<file path="config.mk">
export PLATFORM = sky130hd
export DESIGN_NAME = cbyte_stream_decoder
export DESIGN_NICKNAME = d
export VERILOG_FILES = /design/src/rtl/cbd_pkg.sv /design/src/rtl/cbd_sync.sv /design/src/rtl/cbd_shifter.sv /design/src/rtl/cbd_framer.sv /design/src/rtl/cbyte_stream_decoder.sv
export SDC_FILE = /design/constraint.sdc
export NUM_CORES = 1
export LEC_CHECK = 0
export BUFFER_PORTS_ARGS = -buffer_cell sky130_fd_sc_hd__buf_2
export CORE_MARGIN = 1
export CORE_UTILIZATION = 50
export DETAILED_ROUTE_END_ITERATION = 10
export GPL_TIMING_DRIVEN = 1
export HOLD_SLACK_MARGIN = 0.12
export PLACE_DENSITY = 0.68
export SLEW_MARGIN = 20
export SYNTH_ARGS = -nofsm -noshare
export SYNTH_HDL_FRONTEND = slang
export SYNTH_HIERARCHICAL = 1
export SYNTH_SLANG_ARGS = --single-unit
</file>
<file path="constraint.sdc">
create_clock -name clk -period 2.2 [get_ports clk]
set_input_delay 0.33 -clock clk [delete_from_list [all_inputs] [get_ports clk]]
set_output_delay 0.33 -clock clk [all_outputs]
set_load 0.02 [all_outputs]
</file>
<file path="src/rtl/cbd_pkg.sv">
package cbd_pkg;

    localparam int BYTE_W = 8;
    localparam logic [2:0] ADDR_FIXED = 3'b001;

    typedef enum logic [2:0] {
        FS_ADDR,
        FS_CTRL,
        FS_SINGLE,
        FS_STREAM,
        FS_DROP
    } frame_state_t;

    typedef enum logic [1:0] {
        DST_CMD = 2'b00,
        DST_RAM = 2'b01,
        DST_PWM = 2'b10,
        DST_RSV = 2'b11
    } dest_t;

    typedef struct packed {
        logic              cmd;
        logic              ram;
        logic              pwm;
        logic [BYTE_W-1:0] value;
    } route_out_t;

    function automatic logic addr_ok(input logic [BYTE_W-1:0] b);
        return (b[7] == 1'b0) && (b[6:4] == ADDR_FIXED);
    endfunction

    function automatic dest_t ctrl_dest(input logic [BYTE_W-1:0] b);
        return dest_t'(b[6:5]);
    endfunction

    function automatic logic ctrl_more(input logic [BYTE_W-1:0] b);
        return b[7];
    endfunction

endpackage

</file>
<file path="src/rtl/cbd_sync.sv">
module cbd_sync #(
    parameter int          WIDTH   = 3,
    parameter int          STAGES  = 2,
    parameter logic [WIDTH-1:0] RST_VAL = '0
) (
    input  logic             clk,
    input  logic             rst,
    input  logic [WIDTH-1:0] d,
    output logic [WIDTH-1:0] q
);
    logic [WIDTH-1:0] stg [STAGES];

    always_ff @(posedge clk) begin
        if (rst) begin
            for (int i = 0; i < STAGES; i++) stg[i] <= RST_VAL;
        end else begin
            stg[0] <= d;
            for (int i = 1; i < STAGES; i++) stg[i] <= stg[i-1];
        end
    end

    assign q = stg[STAGES-1];
endmodule

</file>
<file path="src/rtl/cbd_shifter.sv">
module cbd_shifter
    import cbd_pkg::*;
#(
    parameter int DW = BYTE_W
) (
    input  logic          clk,
    input  logic          rst,
    input  logic          cs_hi,
    input  logic          sck_s,
    input  logic          sdi_s,
    output logic          byte_vld,
    output logic [DW-1:0] byte_val
);
    localparam int CNT_W = $clog2(DW);
    localparam logic [CNT_W-1:0] LAST = CNT_W'(DW - 1);

    logic             sck_prev;
    logic             sck_rise;
    logic [DW-2:0]    shreg;
    logic [CNT_W-1:0] bit_cnt;

    assign sck_rise = sck_s & ~sck_prev;

    always_ff @(posedge clk) begin
        if (rst) begin
            sck_prev <= 1'b0;
            shreg    <= '0;
            bit_cnt  <= '0;
            byte_vld <= 1'b0;
            byte_val <= '0;
        end else begin
            sck_prev <= sck_s;
            byte_vld <= 1'b0;
            if (cs_hi) begin
                bit_cnt <= '0;
            end else if (sck_rise) begin
                shreg   <= {shreg[DW-3:0], sdi_s};
                bit_cnt <= bit_cnt + 1'b1;
                if (bit_cnt == LAST) begin
                    byte_vld <= 1'b1;
                    byte_val <= {shreg, sdi_s};
                end
            end
        end
    end

    p_cnt_clear_r1: assert property (@(posedge clk) disable iff (rst)
        cs_hi |=> (bit_cnt == '0));

    p_no_byte_idle_r1: assert property (@(posedge clk) disable iff (rst)
        cs_hi |=> !byte_vld);
endmodule

</file>
<file path="src/rtl/cbd_framer.sv">
module cbd_framer
    import cbd_pkg::*;
(
    input  logic              clk,
    input  logic              rst,
    input  logic              cs_hi,
    input  logic              byte_vld,
    input  logic [BYTE_W-1:0] byte_val,
    output route_out_t        route
);
    frame_state_t state;
    dest_t        dest;
    logic         emit;
    logic         any_stb;

    assign emit    = byte_vld && !cs_hi && (state == FS_SINGLE || state == FS_STREAM);
    assign any_stb = route.cmd | route.ram | route.pwm;

    always_ff @(posedge clk) begin
        if (rst) begin
            state <= FS_ADDR;
            dest  <= DST_CMD;
            route <= '0;
        end else begin
            route.cmd <= 1'b0;
            route.ram <= 1'b0;
            route.pwm <= 1'b0;
            if (cs_hi) begin
                state <= FS_ADDR;
            end else if (byte_vld) begin
                case (state)
                    FS_ADDR:   state <= addr_ok(byte_val) ? FS_CTRL : FS_DROP;
                    FS_CTRL: begin
                        dest  <= ctrl_dest(byte_val);
                        state <= ctrl_more(byte_val) ? FS_SINGLE : FS_STREAM;
                    end
                    FS_SINGLE: state <= FS_CTRL;
                    default:   state <= state;
                endcase
            end
            if (emit && dest != DST_RSV) begin
                route.value <= byte_val;
                case (dest)
                    DST_CMD: route.cmd <= 1'b1;
                    DST_RAM: route.ram <= 1'b1;
                    DST_PWM: route.pwm <= 1'b1;
                    default: ;
                endcase
            end
        end
    end

    p_onehot_stb_r8: assert property (@(posedge clk) disable iff (rst)
        $onehot0({route.cmd, route.ram, route.pwm}));

    p_stb_pulse_r8: assert property (@(posedge clk) disable iff (rst)
        any_stb |=> !any_stb);

    p_drop_silent_r3: assert property (@(posedge clk) disable iff (rst)
        (byte_vld && state == FS_DROP) |=> !any_stb);

    p_ctrl_silent_r4: assert property (@(posedge clk) disable iff (rst)
        (byte_vld && state == FS_CTRL) |=> !any_stb);

    p_rsv_silent_r7: assert property (@(posedge clk) disable iff (rst)
        (byte_vld && dest == DST_RSV && state != FS_CTRL) |=> !any_stb);

    p_cs_idle_r1: assert property (@(posedge clk) disable iff (rst)
        cs_hi |=> (state == FS_ADDR));
endmodule

</file>
<file path="src/rtl/cbyte_stream_decoder.sv">
module cbyte_stream_decoder
    import cbd_pkg::*;
(
    input  logic              clk,
    input  logic              rst,
    input  logic              ser_cs_n,
    input  logic              ser_clk,
    input  logic              ser_din,
    output logic              cmd_stb,
    output logic              ram_stb,
    output logic              pwm_stb,
    output logic [BYTE_W-1:0] byte_out
);
    logic [2:0]        pins_s;
    logic              byte_vld;
    logic [BYTE_W-1:0] byte_val;
    route_out_t        route;

    cbd_sync #(.WIDTH(3), .STAGES(2), .RST_VAL(3'b100)) u_sync (
        .clk (clk),
        .rst (rst),
        .d   ({ser_cs_n, ser_clk, ser_din}),
        .q   (pins_s)
    );

    cbd_shifter #(.DW(BYTE_W)) u_shift (
        .clk      (clk),
        .rst      (rst),
        .cs_hi    (pins_s[2]),
        .sck_s    (pins_s[1]),
        .sdi_s    (pins_s[0]),
        .byte_vld (byte_vld),
        .byte_val (byte_val)
    );

    cbd_framer u_frame (
        .clk      (clk),
        .rst      (rst),
        .cs_hi    (pins_s[2]),
        .byte_vld (byte_vld),
        .byte_val (byte_val),
        .route    (route)
    );

    assign cmd_stb  = route.cmd;
    assign ram_stb  = route.ram;
    assign pwm_stb  = route.pwm;
    assign byte_out = route.value;
endmodule

</file>
==> results.py <==
metrics = {
    "min_path": {
        "hold_depth": 2,
        "hold_end": "u_sync/stg[0][2]$_SDFF_PP1_",
        "min_path_type": "in2reg",
        "hp-start": "ser_cs_n",
    },
    "clock_network": {
        "clock_latency_ns": 0.34,
        "tritoncts": "done",
        "clockRootBuffer": "clkbuf_4",
        "clock-sinks": 42,
        "htree_levels": 2,
        "cts_buffers": 5,
        "cts_buffer_depth": 2,
        "cts_hold_buf": 0,
        "ctsResizeCount": 0,
        "cts_setup_buffers": 0,
        "clkTransAtPathRegs_ns": 0.12,
    },
    "pwr": {
        "ir_drop_uv": 385,
        "power.leakage_nw": 0.644,
        "finalPower_mw": 1.18,
        "power.density_nw_per_um2": 667,
    },
    "synth": {
        "yosysWarnings": 6,
        "synth_cell_types": 29,
        "ys_seq_area_frac": 0.515,
        "synthTopCellsByArea": "dfxtp_1, mux2i_1, nand2_1, nand2b_1, a21oi_1",
        "avgSynthCellArea_um2": 9.71,
        "netlist.area_leader.share": 0.515,
        "ys_seq_elements": 42,
        "syn-cell-area_um2": 1630,
        "synth_fp_nets": 175,
        "synthCells": 168,
        "yosysTopAreaCell": "dfxtp_1",
    },
    "timing": {
        "relSlewSlack": 0.441,
        "fmax_ghz": 0.609,
        "worstMarginPinSlew_ns": 0.838,
        "setup_viol": 0,
        "period_minus_slack_ns": 1.64,
        "slew_viol_final": 0,
        "hold_slack_ns": 0.171,
        "tns_ns": 0,
        "worst_slack_ns": 0.558,
        "hold_viol_final": 0,
        "rsz0062_at_grt": "false",
        "fin_worst_skew_ns": 0.00895,
        "fin_crit_sh": 0.746,
    },
    "routing": {
        "via_per_inst": 4.91,
        "ant_nets": 0,
        "drtPass1Iterations": 4,
        "drtIter0Drc": 42,
        "wl_per_cell_um": 11.0,
        "drc": 0,
        "vias": 1109,
        "drt_wl_total_mm": 2.48,
    },
    "worst_setup_path": {
        "worst_r2r_path_depth": 3,
        "rr_startpoint": "u_frame/state[1]$_SDFFE_PP0P_",
        "worstPathCellList": "inv_2 > a2111oi_4 > nor4b_1",
        "rr_endpoint": "u_frame/route[10]$_SDFF_PP0_",
        "crit_slowest_cell": "a2111oi_4",
        "worstPathRequired_ns": 2.46,
        "crit_path_start_kind": "flip-flop",
        "arrival_ns": 1.90,
        "rrSetupSlack_ns": 0.56,
        "cp_max_fo": 11,
        "crit_type": "reg2reg",
        "crit_path_max_incr_delay_ns": 0.78,
        "critPathCaptureType": "flip-flop",
    },
    "place": {
        "place_ws_ns": 0.566,
        "dp_hpwl_mm": 1.75,
        "place.gp.congestion": 0.761,
        "postPlaceCellArea_um2": 1710,
        "place_inst": 218,
        "port_buffers": 15,
    },
    "die": {
        "die_area_um2": 3500,
        "core_um2": 3080,
        "io_pins": 16,
        "rows": 20,
        "die_w_um": 59.1,
        "dieHeight_um": 59.1,
        "start_util": 0.530,
    },
    "final_layout": {
        "drive_gt1_frac": 0.154,
        "final_common_cell": "dfxtp_1",
        "syn_to_final_growth_pct": 8.59,
        "fin_util": 0.576,
        "antenna_cells": 0,
        "fin_area_um2": 1770,
        "final_nets": 188,
        "instances_no_fill": 226,
        "final_cell_mix": "dfxtp_1, nand2_1, nand2b_1, buf_2, a21oi_1",
    },
    "grt": {
        "grt.total_usage": 0.170,
        "globalRoute.totalOverflow": 0,
        "grt_max_degree": 43,
        "grt_pass1_vias": 1015,
        "grt_pass1_wl_mm": 4.35,
        "antenna_found_initial": 0,
    },
    "status": {
        "outcome": "finished clean",
    },
    "job": {
        "cap_violations": 0,
    },
}
## sequential cells by signal (all words and copies together), names as in the netlist
name and flops:
u_shift/bit_cnt 3, u_shift/byte_val 8, u_frame/route 11, u_shift/sck_prev 1, u_frame/dest 2, u_shift/shreg 7
u_shift/byte_vld 1, u_sync/stg 6, u_frame/state 3
## Yosys cell counts (all sizes together)
| library cell | count |
|---|---|
| o41ai | 1 |
| or2 | 2 |
| nor2b | 6 |
| inv | 2 |
| nand4 | 1 |
| nor4bb | 1 |
| a2111oi | 1 |
| dfxtp | 42 |
| xnor2 | 1 |
| nand4bb | 1 |
| buf | 8 |
| clkbuf | 3 |
| and2b | 1 |
| nor2 | 2 |
| mux2i | 13 |
| or3b | 1 |
| a21oi | 15 |
| nor3b | 1 |
| nand2b | 19 |
| nand2 | 33 |
| o21ai | 1 |
| nor3 | 7 |
| and4bb | 2 |
| ha | 2 |
| nor4b | 2 |
## worst max path at each step
stage	start	endpoint	slack (ns)	cells past startpoint
2_1_floorplan	u_shift/bit_cnt[0]$_SDFFE_PP0P_	u_shift/byte_val[5]$_SDFFE_PP0P_	0.94	6
3_3_place_gp	u_frame/state[1]$_SDFFE_PP0P_	u_frame/route[10]$_SDFF_PP0_	0.63	3
3_5_place_dp	u_frame/state[1]$_SDFFE_PP0P_	u_frame/route[10]$_SDFF_PP0_	0.57	3
4_1_cts	u_frame/state[1]$_SDFFE_PP0P_	u_frame/route[10]$_SDFF_PP0_	0.53	3
5_1_grt	u_frame/state[1]$_SDFFE_PP0P_	u_frame/route[10]$_SDFF_PP0_	0.40	3
6_report	u_frame/state[1]$_SDFFE_PP0P_	u_frame/route[10]$_SDFF_PP0_	0.56	3
## area by class of cell
class                      instances  area, um2
fill                             299       1310
sequential                        42        841
multi-input combinational        113        718
timing repair buffer              17       90.1
clock buffer                       7       55.1
tap                               44       55.1
inverter                           2       7.51
clock inverter                     1       5.00
## kinds of logic after synthesis
logic type / count (synthesis) / share of synthesized area
xor gates and xnor gates: 1 / 0.00537
and+or+nand+nor: 79 / 0.266
AOI/OAI and AO/OA: 18 / 0.0736
buffers and inverters: 13 / 0.0445
adders and majority gates: 2 / 0.0153
DFF: 42 / 0.515
muxes: 13 / 0.0798
## metal layers
metal  global-route usage  part of all wire
met5                    0                 0
met4               0.0510             0.012
met3               0.0721             0.041
met2                0.286              0.46
met1                0.196              0.49
## power breakdown
part,internal (mW),switching [mW],total (mW)
registers,0.766,0.00482,0.771
logic,0.0144,0.0153,0.0297
clock network,0.155,0.226,0.381
## critical path: cells and delay by family, from the launching register on
kind / cells / cell delay (ns)
compound gates: 1 / 0.78
buf+inv: 1 / 0.08
flops: 1 / 0.42
simple gates: 1 / 0.28
No activity file was read; power rests on OpenSTA's default activity.
